===== config.mk =====
export PLATFORM = sky130hd
export DESIGN_NAME = part_wake_seq
export DESIGN_NICKNAME = d
export VERILOG_FILES = /design/src/rtl/part_wake_pkg.sv /design/src/rtl/part_wake_timer.sv /design/src/rtl/part_wake_ctrl.sv /design/src/rtl/part_wake_seq.sv
export SDC_FILE = /design/constraint.sdc
export NUM_CORES = 1
export LEC_CHECK = 0
export BUFFER_PORTS_ARGS = -buffer_cell sky130_fd_sc_hd__buf_2
export CORE_ASPECT_RATIO = 0.7
export CORE_UTILIZATION = 50
export DETAILED_ROUTE_END_ITERATION = 8
export PLACE_DENSITY = 0.72
export SLEW_MARGIN = 25
export SYNTH_ARGS = -nofsm -noshare
export SYNTH_HDL_FRONTEND = slang
export SYNTH_HIERARCHICAL = 1
export SYNTH_SLANG_ARGS = --single-unit

===== constraint.sdc =====
create_clock -name clk -period 7 [get_ports clk]
set_input_delay 0 -clock clk [delete_from_list [all_inputs] [get_ports clk]]
set_output_delay 0 -clock clk [all_outputs]
set_load 0.01 [all_outputs]

===== src/rtl/part_wake_pkg.sv =====
package part_wake_pkg;

  typedef enum logic [3:0] {
    ST_IDLE,
    ST_RST,
    ST_CLKOFF,
    ST_PWR,
    ST_HOLD,
    ST_CLAMP,
    ST_REL,
    ST_RB_CLK,
    ST_RB_RST,
    ST_RB_PWR
  } seq_state_e;

endpackage


===== src/rtl/part_wake_timer.sv =====
// Down-counter shared by the settling interval and the handshake timeout.
module part_wake_timer #(
  parameter int HOLD_CYC = 2500,
  parameter int WAIT_CYC = 12500
) (
  input  logic clk,
  input  logic rst,
  input  logic load_i,
  input  logic sel_hold_i,
  output logic expired_o
);

  localparam int MAX_CYC = (HOLD_CYC > WAIT_CYC) ? HOLD_CYC : WAIT_CYC;
  localparam int CW      = $clog2(MAX_CYC + 1);

  logic [CW-1:0] cnt_q;

  always_ff @(posedge clk) begin
    if (rst) begin
      cnt_q <= '0;
    end else if (load_i) begin
      cnt_q <= sel_hold_i ? CW'(HOLD_CYC - 1) : CW'(WAIT_CYC - 1);
    end else if (cnt_q != '0) begin
      cnt_q <= cnt_q - 1'b1;
    end
  end

  assign expired_o = (cnt_q == '0);

  // the loaded value is a count of remaining edges, never above the window
  assert_cnt_window_R4 : assert property (@(posedge clk) disable iff (rst)
    load_i |=> (cnt_q <= CW'(MAX_CYC - 1)));

endmodule


===== src/rtl/part_wake_ctrl.sv =====
// Step controller with registered partition-facing outputs.
module part_wake_ctrl
  import part_wake_pkg::*;
(
  input  logic clk,
  input  logic rst,
  input  logic start_i,
  input  logic pwr_ok_i,
  input  logic clamp_ack_i,
  input  logic tmr_expired_i,
  output logic tmr_load_o,
  output logic tmr_sel_hold_o,
  output logic part_rst_o,
  output logic clk_en_o,
  output logic pwr_req_o,
  output logic unclamp_req_o,
  output logic done_o,
  output logic err_o
);

  seq_state_e state_q, state_d;
  logic part_rst_q, clk_en_q, pwr_req_q, unclamp_q, done_q, err_q;

  always_comb begin
    state_d        = state_q;
    tmr_load_o     = 1'b0;
    tmr_sel_hold_o = 1'b0;
    unique case (state_q)
      ST_IDLE:   if (start_i) state_d = ST_RST;
      ST_RST:    state_d = ST_CLKOFF;
      ST_CLKOFF: begin
        state_d    = ST_PWR;
        tmr_load_o = 1'b1;
      end
      ST_PWR: begin
        if (pwr_ok_i) begin
          state_d        = ST_HOLD;
          tmr_load_o     = 1'b1;
          tmr_sel_hold_o = 1'b1;
        end else if (tmr_expired_i) begin
          state_d = ST_RB_RST;
        end
      end
      ST_HOLD: begin
        if (!pwr_ok_i) begin
          state_d = ST_RB_CLK;
        end else if (tmr_expired_i) begin
          state_d    = ST_CLAMP;
          tmr_load_o = 1'b1;
        end
      end
      ST_CLAMP: begin
        if (!pwr_ok_i)          state_d = ST_RB_CLK;
        else if (clamp_ack_i)   state_d = ST_REL;
        else if (tmr_expired_i) state_d = ST_RB_CLK;
      end
      ST_REL:    state_d = ST_IDLE;
      ST_RB_CLK: state_d = ST_RB_RST;
      ST_RB_RST: state_d = ST_RB_PWR;
      ST_RB_PWR: state_d = ST_IDLE;
      default:   state_d = ST_IDLE;
    endcase
  end

  // each output changes on the edge that enters the step owning it
  always_ff @(posedge clk) begin
    if (rst) begin
      state_q    <= ST_IDLE;
      part_rst_q <= 1'b1;
      clk_en_q   <= 1'b0;
      pwr_req_q  <= 1'b0;
      unclamp_q  <= 1'b0;
      done_q     <= 1'b0;
      err_q      <= 1'b0;
    end else begin
      state_q <= state_d;
      done_q  <= 1'b0;
      if (state_d != state_q) begin
        unique case (state_d)
          ST_RST:    begin part_rst_q <= 1'b1; err_q <= 1'b0; end
          ST_CLKOFF: begin clk_en_q <= 1'b0; unclamp_q <= 1'b0; end
          ST_PWR:    pwr_req_q <= 1'b1;
          ST_HOLD:   clk_en_q <= 1'b1;
          ST_CLAMP:  unclamp_q <= 1'b1;
          ST_REL:    begin part_rst_q <= 1'b0; done_q <= 1'b1; end
          ST_RB_CLK: begin clk_en_q <= 1'b0; unclamp_q <= 1'b0; end
          ST_RB_RST: part_rst_q <= 1'b1;
          ST_RB_PWR: pwr_req_q <= 1'b0;
          ST_IDLE:   if (state_q == ST_RB_PWR) err_q <= 1'b1;
          default:   ;
        endcase
      end
    end
  end

  assign part_rst_o    = part_rst_q;
  assign clk_en_o      = clk_en_q;
  assign pwr_req_o     = pwr_req_q;
  assign unclamp_req_o = unclamp_q;
  assign done_o        = done_q;
  assign err_o         = err_q;

  assert_clk_after_pwr_ok_R3 : assert property (@(posedge clk) disable iff (rst)
    $rose(clk_en_q) |-> $past(pwr_ok_i));

  assert_unclamp_needs_clock_R4 : assert property (@(posedge clk) disable iff (rst)
    $rose(unclamp_q) |-> (clk_en_q && pwr_req_q));

  assert_release_last_R5 : assert property (@(posedge clk) disable iff (rst)
    $fell(part_rst_q) |-> (done_q && unclamp_q && clk_en_q && pwr_req_q));

  assert_done_single_R5 : assert property (@(posedge clk) disable iff (rst)
    done_q |=> !done_q);

  assert_err_after_unwind_R6 : assert property (@(posedge clk) disable iff (rst)
    $rose(err_q) |-> (!pwr_req_q && !clk_en_q && !unclamp_q && part_rst_q));

  assert_power_off_last_R7 : assert property (@(posedge clk) disable iff (rst)
    $fell(pwr_req_q) |-> (!clk_en_q && part_rst_q));

  assert_err_sticky_R8 : assert property (@(posedge clk) disable iff (rst)
    (err_q && !start_i) |=> err_q);

endmodule


===== src/rtl/part_wake_seq.sv =====
module part_wake_seq #(
  parameter int CLK_MHZ = 125,
  parameter int HOLD_US = 20,
  parameter int WAIT_US = 100
) (
  input  logic clk,
  input  logic rst,
  input  logic start_i,
  input  logic pwr_ok_i,
  input  logic clamp_ack_i,
  output logic part_rst_o,
  output logic clk_en_o,
  output logic pwr_req_o,
  output logic unclamp_req_o,
  output logic done_o,
  output logic err_o
);

  localparam int HOLD_CYC = CLK_MHZ * HOLD_US;
  localparam int WAIT_CYC = CLK_MHZ * WAIT_US;

  logic tmr_load, tmr_sel_hold, tmr_expired;

  part_wake_timer #(
    .HOLD_CYC(HOLD_CYC),
    .WAIT_CYC(WAIT_CYC)
  ) timer_i (
    .clk       (clk),
    .rst       (rst),
    .load_i    (tmr_load),
    .sel_hold_i(tmr_sel_hold),
    .expired_o (tmr_expired)
  );

  part_wake_ctrl ctrl_i (
    .clk           (clk),
    .rst           (rst),
    .start_i       (start_i),
    .pwr_ok_i      (pwr_ok_i),
    .clamp_ack_i   (clamp_ack_i),
    .tmr_expired_i (tmr_expired),
    .tmr_load_o    (tmr_load),
    .tmr_sel_hold_o(tmr_sel_hold),
    .part_rst_o    (part_rst_o),
    .clk_en_o      (clk_en_o),
    .pwr_req_o     (pwr_req_o),
    .unclamp_req_o (unclamp_req_o),
    .done_o        (done_o),
    .err_o         (err_o)
  );

endmodule


==> results of run 1 <==
## placed cells by master (no fill, tap or decap), types with 2 or more instances in the layout
cell	instances
sky130_fd_sc_hd__nor2b_1	3
sky130_fd_sc_hd__a2111oi_0	2
sky130_fd_sc_hd__nand2_1	6
sky130_fd_sc_hd__nor4_1	4
sky130_fd_sc_hd__nand3b_1	2
sky130_fd_sc_hd__o21ai_0	6
sky130_fd_sc_hd__o41ai_1	3
sky130_fd_sc_hd__or4b_1	2
sky130_fd_sc_hd__a21oi_1	19
sky130_fd_sc_hd__inv_1	7
sky130_fd_sc_hd__buf_2	10
sky130_fd_sc_hd__or3_2	3
sky130_fd_sc_hd__o21ai_1	2
sky130_fd_sc_hd__or3_1	6
sky130_fd_sc_hd__clkbuf_8	3
sky130_fd_sc_hd__nor2_1	16
sky130_fd_sc_hd__a31oi_1	5
sky130_fd_sc_hd__dfxtp_1	24
sky130_fd_sc_hd__or4_1	2
sky130_fd_sc_hd__nand3_1	3
sky130_fd_sc_hd__nor3_1	8
## power by group through the flow
stage | sequential, uW | combinational [uW] | clock, uW
floorplan | 209 | 238 | 0
global placement | 229 | 274 | 0
CTS | 228 | 276 | 80.6
global route | 236 | 307 | 85.0
finish | 231 | 284 | 77.9
detailed placement | 231 | 273 | 0
## cells in the mapped netlist, types with 2 or more instances
| cell type | number |
|---|---|
| sky130_fd_sc_hd__nor2b_1 | 3 |
| sky130_fd_sc_hd__nand3_1 | 3 |
| sky130_fd_sc_hd__nor3_1 | 8 |
| sky130_fd_sc_hd__a31oi_1 | 5 |
| sky130_fd_sc_hd__nor2_1 | 16 |
| sky130_fd_sc_hd__or4_1 | 2 |
| sky130_fd_sc_hd__or4b_1 | 2 |
| sky130_fd_sc_hd__or3_1 | 6 |
| sky130_fd_sc_hd__nand3b_1 | 2 |
| sky130_fd_sc_hd__clkbuf_1 | 3 |
| sky130_fd_sc_hd__a2111oi_0 | 2 |
| sky130_fd_sc_hd__or3_2 | 3 |
| sky130_fd_sc_hd__o21ai_0 | 6 |
| sky130_fd_sc_hd__nand2_1 | 6 |
| sky130_fd_sc_hd__o21ai_1 | 2 |
| sky130_fd_sc_hd__o41ai_1 | 3 |
| sky130_fd_sc_hd__dfxtp_1 | 24 |
| sky130_fd_sc_hd__a21oi_1 | 19 |
| sky130_fd_sc_hd__inv_1 | 7 |
| sky130_fd_sc_hd__nor4_1 | 4 |
## routing by layer
layer | global-route usage, % | part of all wire, % | wire, um | up-vias
met1 | 35.9 | 50 | 1530 | 551
met4 | 4.09 | 0 | 0 | 0
met3 | 5.30 | 10 | 313 | 0
li1 | - | - | - | 605
met2 | 31.2 | 40 | 1210 | 71
met5 | 0 | 0 | 0 | -
## worst max-delay path by stage
stage | startpoint | endpoint | slack (ns) | depth (start not counted)
after floorplan | timer_i/cnt_q[0]$_SDFFE_PP0P_ | ctrl_i/part_rst_o$_SDFFE_PP1P_ | 4.36 | 10
after global placement | timer_i/cnt_q[0]$_SDFFE_PP0P_ | timer_i/cnt_q[11]$_SDFFE_PP0P_ | 4.15 | 12
after detailed placement | timer_i/cnt_q[0]$_SDFFE_PP0P_ | timer_i/cnt_q[11]$_SDFFE_PP0P_ | 3.97 | 12
after CTS | timer_i/cnt_q[0]$_SDFFE_PP0P_ | timer_i/cnt_q[11]$_SDFFE_PP0P_ | 3.97 | 12
after global routing | timer_i/cnt_q[0]$_SDFFE_PP0P_ | timer_i/cnt_q[11]$_SDFFE_PP0P_ | 3.57 | 12
final | timer_i/cnt_q[0]$_SDFFE_PP0P_ | timer_i/cnt_q[11]$_SDFFE_PP0P_ | 3.85 | 12
## flip-flops by register name (all words and copies together) (netlist names)
register / cells
ctrl_i/clk_en_o: 1
ctrl_i/state_q: 4
timer_i/cnt_q: 14
ctrl_i/err_o: 1
ctrl_i/unclamp_req_o: 1
ctrl_i/pwr_req_o: 1
ctrl_i/done_o: 1
ctrl_i/part_rst_o: 1
## critical path, delay by kind of cell (launching register included)
kind,cells,cell delay [ns]
AOI/OAI and AO/OA,4,0.83
and+or+nand+nor,4,1.05
DFF,1,0.31
adders and majority gates,1,0.18
buffers and inverters,3,0.65
## cells by family (layout without fill, tap and decap cells)
logic type / Yosys count / after routing / synth area share, %
simple gates: 66 / 66 / 31.6
compound gates: 48 / 48 / 23.6
flops: 24 / 24 / 36.7
buf+inv: 14 / 21 / 4.87
mux: 2 / 2 / 1.62
fa+ha+maj: 1 / 1 / 0.955
xor+xnor: 1 / 1 / 0.669
## stage by stage
stage                     hold slack, ns  worst slack [ns]  cells
after floorplan                   0.0691              4.36    156
after global placement             0.357              4.15    194
after detailed placement           0.373              3.97    194
after CTS                         0.0886              3.97    197
after global routing               0.105              3.57    197
final                             0.0972              3.85    197
## cell type report
| cell class | count | area (um2) |
|---|---|---|
| clock buffer | 3 | 41.3 |
| fill | 232 | 1070 |
| inverter | 8 | 30.0 |
| multi-input combinational | 118 | 766 |
| sequential | 24 | 480 |
| tap | 34 | 42.5 |
| timing repair buffer | 10 | 50.0 |
==> results.md, run 1 <==
- Launch point of the worst reg-to-reg path: timer_i/cnt_q[0]$_SDFFE_PP0P_
- Cell count after synthesis: 156
- Total wire length: 3050 um
- Die Footprint: 2830 um2
- Standard-cell rows: 15
- Cell area after placement: 1370 um2
- Number of I/O port buffers: 10
- Type of element launching the critical path: flip-flop
- Fraction of power spent switching nets: 43.0%
- Wire length of the first global-routing pass: 4930 um
- Area of the placeable core: 2480 um2
- Vias in the first global route: 1016
- Top achievable clock speed: 317 MHz
- Pwr Total: 593 uW
- Cells along the critical path: inv_1, ha_1, nor4b_1, nand4_1, inv_1, nand2_1, nor3_1, o21ai_1, a21oi_1, inv_1, o21bai_1, a31oi_1
- Cell with the biggest individual delay on the critical path: sky130_fd_sc_hd__a21oi_1
- Count of unique library cells instantiated by Yosys: 50
- Antenna diodes: 0
- Post-route DRC: 0
- Setup repair after global routing missed its margin: no
- Maximum cell stage delay along the critical path: 0.46 ns
- Max-Slew Margin vs Limit: 59.4%
- LEAKAGE: 0.000509 uW
- Cell at the root of the clock tree: sky130_fd_sc_hd__clkbuf_8
- IR drop worst, VDD: 217 uV
- Clock latency of the later-clocked register in the worst-skew pair: 0.26 ns
- Effective utilization at floorplan: 52.9%
- Number of violations reported at the end of detailed-routing iteration 0: 128
- CTS sink count: 24
- Hold path startpoint: rst
- Maximum clock path buffer count: 2
- Measured slew at the worst slew-check pin: 0.604 ns
- Total I/O pin count: 11
- Routed length per instance: 15.5 um
- Maximum number of pins on one net before global-route repair: 17
- Synthesis-to-finish area growth: 7.64%
- Seq/Total Area, Yosys: 36.7%
- Via Count: 1227
- Cell internal pwr: 338 uW
- Final non-filler cell area: 1410 um2
- EDFF count, synth: 0
- Switch Pwr: 255 uW
- Level count of the clock H-tree: 1
- Flops & latches, synth: 24
- Max Clock Skew: 0.00380 ns
- Path depth of the worst reg2reg path: 12
- Net Count, Synth: 162
- Utilization after layout: 56.9%
- TritonCTS clock tree: built
- Cell seen most often among critical-path stages: sky130_fd_sc_hd__inv_1
- Final total negative setup slack: 0 ns
- Final hold violations: 0
- Antenna-violating nets left: 0
- CTS buffer count: 3
- Count of yosys warnings during synthesis: 6
- Final HPWL DP: 2200 um
- Combinational Power Share: 47.8%
- Final Net Count: 171
- Time the final worst path needs with I/O delays and setup: 3.15 ns
- Average vias per placed instance: 6.23
- Cells taking the most area after synthesis: sky130_fd_sc_hd__dfxtp_1 (37%), sky130_fd_sc_hd__a21oi_1 (7.3%), sky130_fd_sc_hd__nor2_1 (4.6%)
- Proportion of layout cells with a drive suffix above 1: 16.6%
- Overall die height: 44.8 um
- Async S/R FF share, synth: 0%
- Combined area of all synthesized cells: 1310 um2
- Count of instances resized after the clock tree is built: 0
- Clk slew on worst S/H paths: 0.08 ns
- Endpoint required time on the critical path: 7.13 ns
- Final worst-path cycle share: 45.1%
- Capturing point of the worst reg2reg path: timer_i/cnt_q[11]$_SDFFE_PP0P_
- Share of Yosys cell area claimed by the top area cell type: 36.7%
- Kind of path behind the tightest hold check: input port to flip-flop
- Flop pwr share: 39.0%
- Slew Limit Fails: 0
- Total power density per cell area: 421 nW/um2
- Total track usage: 22.8%
- Critical path capture point type: flip-flop
- Mean instance size in the synthesized netlist: 8.40 um2
- Fraction of power consumed by the clock network: 13.1%
- Arrival time at the worst endpoint: 3.28 ns
- R2R setup slack: 3.85 ns
- Result of the run: finished, final reports clean
- Synth area leader: sky130_fd_sc_hd__dfxtp_1
- Quantity of hold-fixing buffers added after cts: 0
- Sink of the worst hold path: ctrl_i/state_q[0]$_SDFF_PP0_
- 1st-pass router iterations: 4
- Maxcap violations: 0
- Post-CTS setup repair buffer count: 0
- Overflow left after global routing: 0
- Antenna violations before repair: 0
- Overall die width: 63.2 um
- Flip-flop cell with the highest count after synthesis: sky130_fd_sc_hd__dfxtp_1
- Critical path start-end classification: flip-flop to flip-flop
- Final count of negative-setup-slack endpoints: 0
- WHS Path Cells: 2
- Largest fanout of any net on the critical path: 10
- Final estimated routing congestion in global placement: 0.957
Power figures use the tool's default switching activity.
==> run 2, diff against run 1 <==
PLACE_DENSITY = 0.74   (was 0.72)
clock period = 2.6 ns   (was 7 ns; I/O delays follow)
==> results.md, run 2 (same netlist as run 1, synthesis figures left out) <==
- Result of the run: finished, final reports clean (unchanged)
- Maximum number of pins on one net before global-route repair: 17 (unchanged)
- Pwr Total: 1780 uW (was 593 uW)
- Average vias per placed instance: 6.19 (was 6.23)
- Filler cell count: 223 (was 232)
- IR drop worst, VDD: 503 uV (was 217 uV)
- Overall die width: 63.2 um (unchanged)
- 1st-pass router iterations: 4 (unchanged)
- Cells along the critical path: inv_1, ha_1, nor4b_4, nand4_1, inv_2, nor4b_4, a311oi_2, or4b_1, a211o_1 (was inv_1, ha_1, nor4b_1, nand4_1, inv_1, nand2_1, nor3_1, o21ai_1, a21oi_1, inv_1, o21bai_1, a31oi_1)
- Endpoint required time on the critical path: 2.77 ns (was 7.13 ns)
- Cell area after placement: 1440 um2 (was 1370 um2)
- Post-route DRC: 0 (unchanged)
- Final HPWL DP: 2360 um (was 2200 um)
- Final cell count without fillers: 208 (was 197)
- CTS buffer count: 3 (unchanged)
- Time the final worst path needs with I/O delays and setup: 2.40 ns (was 3.15 ns)
- Cell seen most often among critical-path stages: sky130_fd_sc_hd__nor4b_4 (was sky130_fd_sc_hd__inv_1)
- Area of the placeable core: 2480 um2 (unchanged)
- Overall die height: 44.8 um (unchanged)
- Cell count after placement: 204 (was 194)
- Wire length of the first global-routing pass: 5280 um (was 4930 um)
- Standard-cell rows: 15 (unchanged)
- Synthesis-to-finish area growth: 16.0% (was 7.64%)
- Reg with most FFs: timer_i/cnt_q (unchanged)
- Type of element launching the critical path: flip-flop (unchanged)
- Arrival time at the worst endpoint: 2.57 ns (was 3.28 ns)
- Final Net Count: 181 (was 171)
- Clk slew on worst S/H paths: 0.08 ns (about the same)
- Final non-filler cell area: 1520 um2 (was 1410 um2)
- Overflow left after global routing: 0 (unchanged)
- Final count of negative-setup-slack endpoints: 0 (unchanged)
- Capturing point of the worst reg2reg path: ctrl_i/part_rst_o$_SDFFE_PP1P_ (was timer_i/cnt_q[11]$_SDFFE_PP0P_)
- Final hold violations: 0 (unchanged)
- Final worst-path cycle share: 92.3% (was 45.1%)
- Die Footprint: 2830 um2 (unchanged)
- Number of violations reported at the end of detailed-routing iteration 0: 81 (was 128)
- Total power density per cell area: 1170 nW/um2 (was 421 nW/um2)
- Launch point of the worst reg-to-reg path: timer_i/cnt_q[0]$_SDFFE_PP0P_ (unchanged)
- Final total negative setup slack: 0 ns (unchanged)
- R2R setup slack: 0.20 ns (was 3.85 ns)
- Critical path start-end classification: flip-flop to flip-flop (unchanged)
- Maximum cell stage delay along the critical path: 0.49 ns (was 0.46 ns)
- Total wire length: 3210 um (was 3050 um)
- Critical path capture point type: flip-flop (unchanged)
- Total I/O pin count: 11 (unchanged)
- Largest registers: timer_i/cnt_q x14, ctrl_i/state_q x4 (unchanged)
- Antenna-violating nets left: 0 (unchanged)
- Count of buffer and inverter cells on the critical path: 2 (was 3)
- LEAKAGE: 0.000572 uW (was 0.000509 uW)
- Number of I/O port buffers: 10 (unchanged)
- Leading cell type in the layout, fill and taps excluded: sky130_fd_sc_hd__dfxtp_1 (unchanged)
- Leading cell types in the layout, fill and taps excluded: sky130_fd_sc_hd__dfxtp_1 (24), sky130_fd_sc_hd__a21oi_1 (19), sky130_fd_sc_hd__nor2_1 (16), sky130_fd_sc_hd__buf_4 (10), sky130_fd_sc_hd__buf_2 (10) (was sky130_fd_sc_hd__dfxtp_1 (24), sky130_fd_sc_hd__a21oi_1 (19), sky130_fd_sc_hd__nor2_1 (16), sky130_fd_sc_hd__buf_2 (10), sky130_fd_sc_hd__nor3_1 (8))
- Level count of the clock H-tree: 1 (unchanged)
- Maximum clock path buffer count: 2 (unchanged)
- Sink of the worst hold path: ctrl_i/done_o$_SDFF_PP0_ (was ctrl_i/state_q[0]$_SDFF_PP0_)
- Via Count: 1287 (was 1227)
- Total track usage: 24.8% (was 22.8%)
- Final estimated routing congestion in global placement: 0.927 (was 0.957)
- Antenna violations before repair: 0 (unchanged)
- Measured slew at the worst slew-check pin: 0.478 ns (was 0.604 ns)
- Antenna diodes: 0 (unchanged)
- Routed length per instance: 15.4 um (was 15.5 um)
- Largest fanout of any net on the critical path: 7 (was 10)
- Slew Limit Fails: 0 (unchanged)
- Clock latency of the later-clocked register in the worst-skew pair: 0.27 ns (was 0.26 ns)
- WHS Path Cells: 2 (unchanged)
- Maxcap violations: 0 (unchanged)
- Proportion of layout cells with a drive suffix above 1: 23.6% (was 16.6%)
- Cell at the root of the clock tree: sky130_fd_sc_hd__clkbuf_8 (unchanged)
- CTS sink count: 24 (unchanged)
- Setup repair after global routing missed its margin: no (unchanged)
- TritonCTS clock tree: built (unchanged)
- Kind of path behind the tightest hold check: input port to flip-flop (unchanged)
- Setup ws final: 0.199 ns (was 3.85 ns)
- Flip-flop count of the largest register, all copies and words added: 14 (unchanged)
- Cell with the biggest individual delay on the critical path: sky130_fd_sc_hd__or4b_1 (was sky130_fd_sc_hd__a21oi_1)
- Path depth of the worst reg2reg path: 9 (was 12)
- Top achievable clock speed: 417 MHz (was 317 MHz)
- Cell family with most CP delay: simple AND/OR/NAND/NOR gates (unchanged)
- Max-Slew Margin vs Limit: 67.3% (was 59.4%)
- Effective utilization at floorplan: 52.9% (unchanged)
- Placement-stage worst setup slack: 0.0379 ns (was 3.97 ns)
- Max Clock Skew: 0.00168 ns (was 0.00380 ns)
- Hold path startpoint: rst (unchanged)
- Vias in the first global route: 1099 (was 1016)
[run 2: power breakdown]
| group | internal (uW) | switching (uW) | total [uW] |
|---|---|---|---|
| logic | 434 | 481 | 914 |
| clock network | 135 | 122 | 257 |
| registers | 470 | 140 | 610 |
| total | 1040 | 742 | 1780 |
[run 2: how the worst max path moves through the flow]
stage	cells after the start	slack, ns	start	end
after floorplan	10	0.03	timer_i/cnt_q[0]$_SDFFE_PP0P_	ctrl_i/part_rst_o$_SDFFE_PP1P_
final	9	0.20	timer_i/cnt_q[0]$_SDFFE_PP0P_	ctrl_i/part_rst_o$_SDFFE_PP1P_
after global placement	10	0.14	timer_i/cnt_q[0]$_SDFFE_PP0P_	ctrl_i/part_rst_o$_SDFFE_PP1P_
after detailed placement	10	0.04	timer_i/cnt_q[0]$_SDFFE_PP0P_	ctrl_i/part_rst_o$_SDFFE_PP1P_
after CTS	10	0.02	timer_i/cnt_q[0]$_SDFFE_PP0P_	ctrl_i/part_rst_o$_SDFFE_PP1P_
after global routing	10	0.003	timer_i/cnt_q[0]$_SDFFE_PP0P_	ctrl_i/part_rst_o$_SDFFE_PP1P_
[run 2: repair_timing]
| item | 4_1_cts | 5_1_grt |
|---|---|---|
| gates resized for setup | 0 | 4 |
| setup endpoints to repair | 0 | 19 |
| setup buffers | 0 | 0 |
| hold buffers | 0 | 0 |
[run 2: layer usage]
layer	part of all wire [%]	wire length (um)	global-route usage, %
met5	0	0	0
met3	5.5	177	6.06
met1	51	1620	36.3
met2	42	1350	35.7
met4	1.7	55	8.18
[run 2: final cells by class]
type / instances / area (um2) / area share, %
Timing Repair Buffer: 20 / 125 / 8.23
Inverter: 8 / 30.0 / 1.98
Tap cell: 34 / 42.5 / 2.80
Multi-Input combinational cell: 118 / 787 / 51.8
Clock buffer: 4 / 55.1 / 3.62
Sequential cell: 24 / 480 / 31.6
[run 2: stage by stage]
step	util, %	hold WS [ns]
after floorplan	-	0.0691
after global placement	58.3	0.365
after detailed placement	58.3	0.365
after CTS	60.5	0.0816
after global routing	61.4	0.108
final	61.4	0.0798
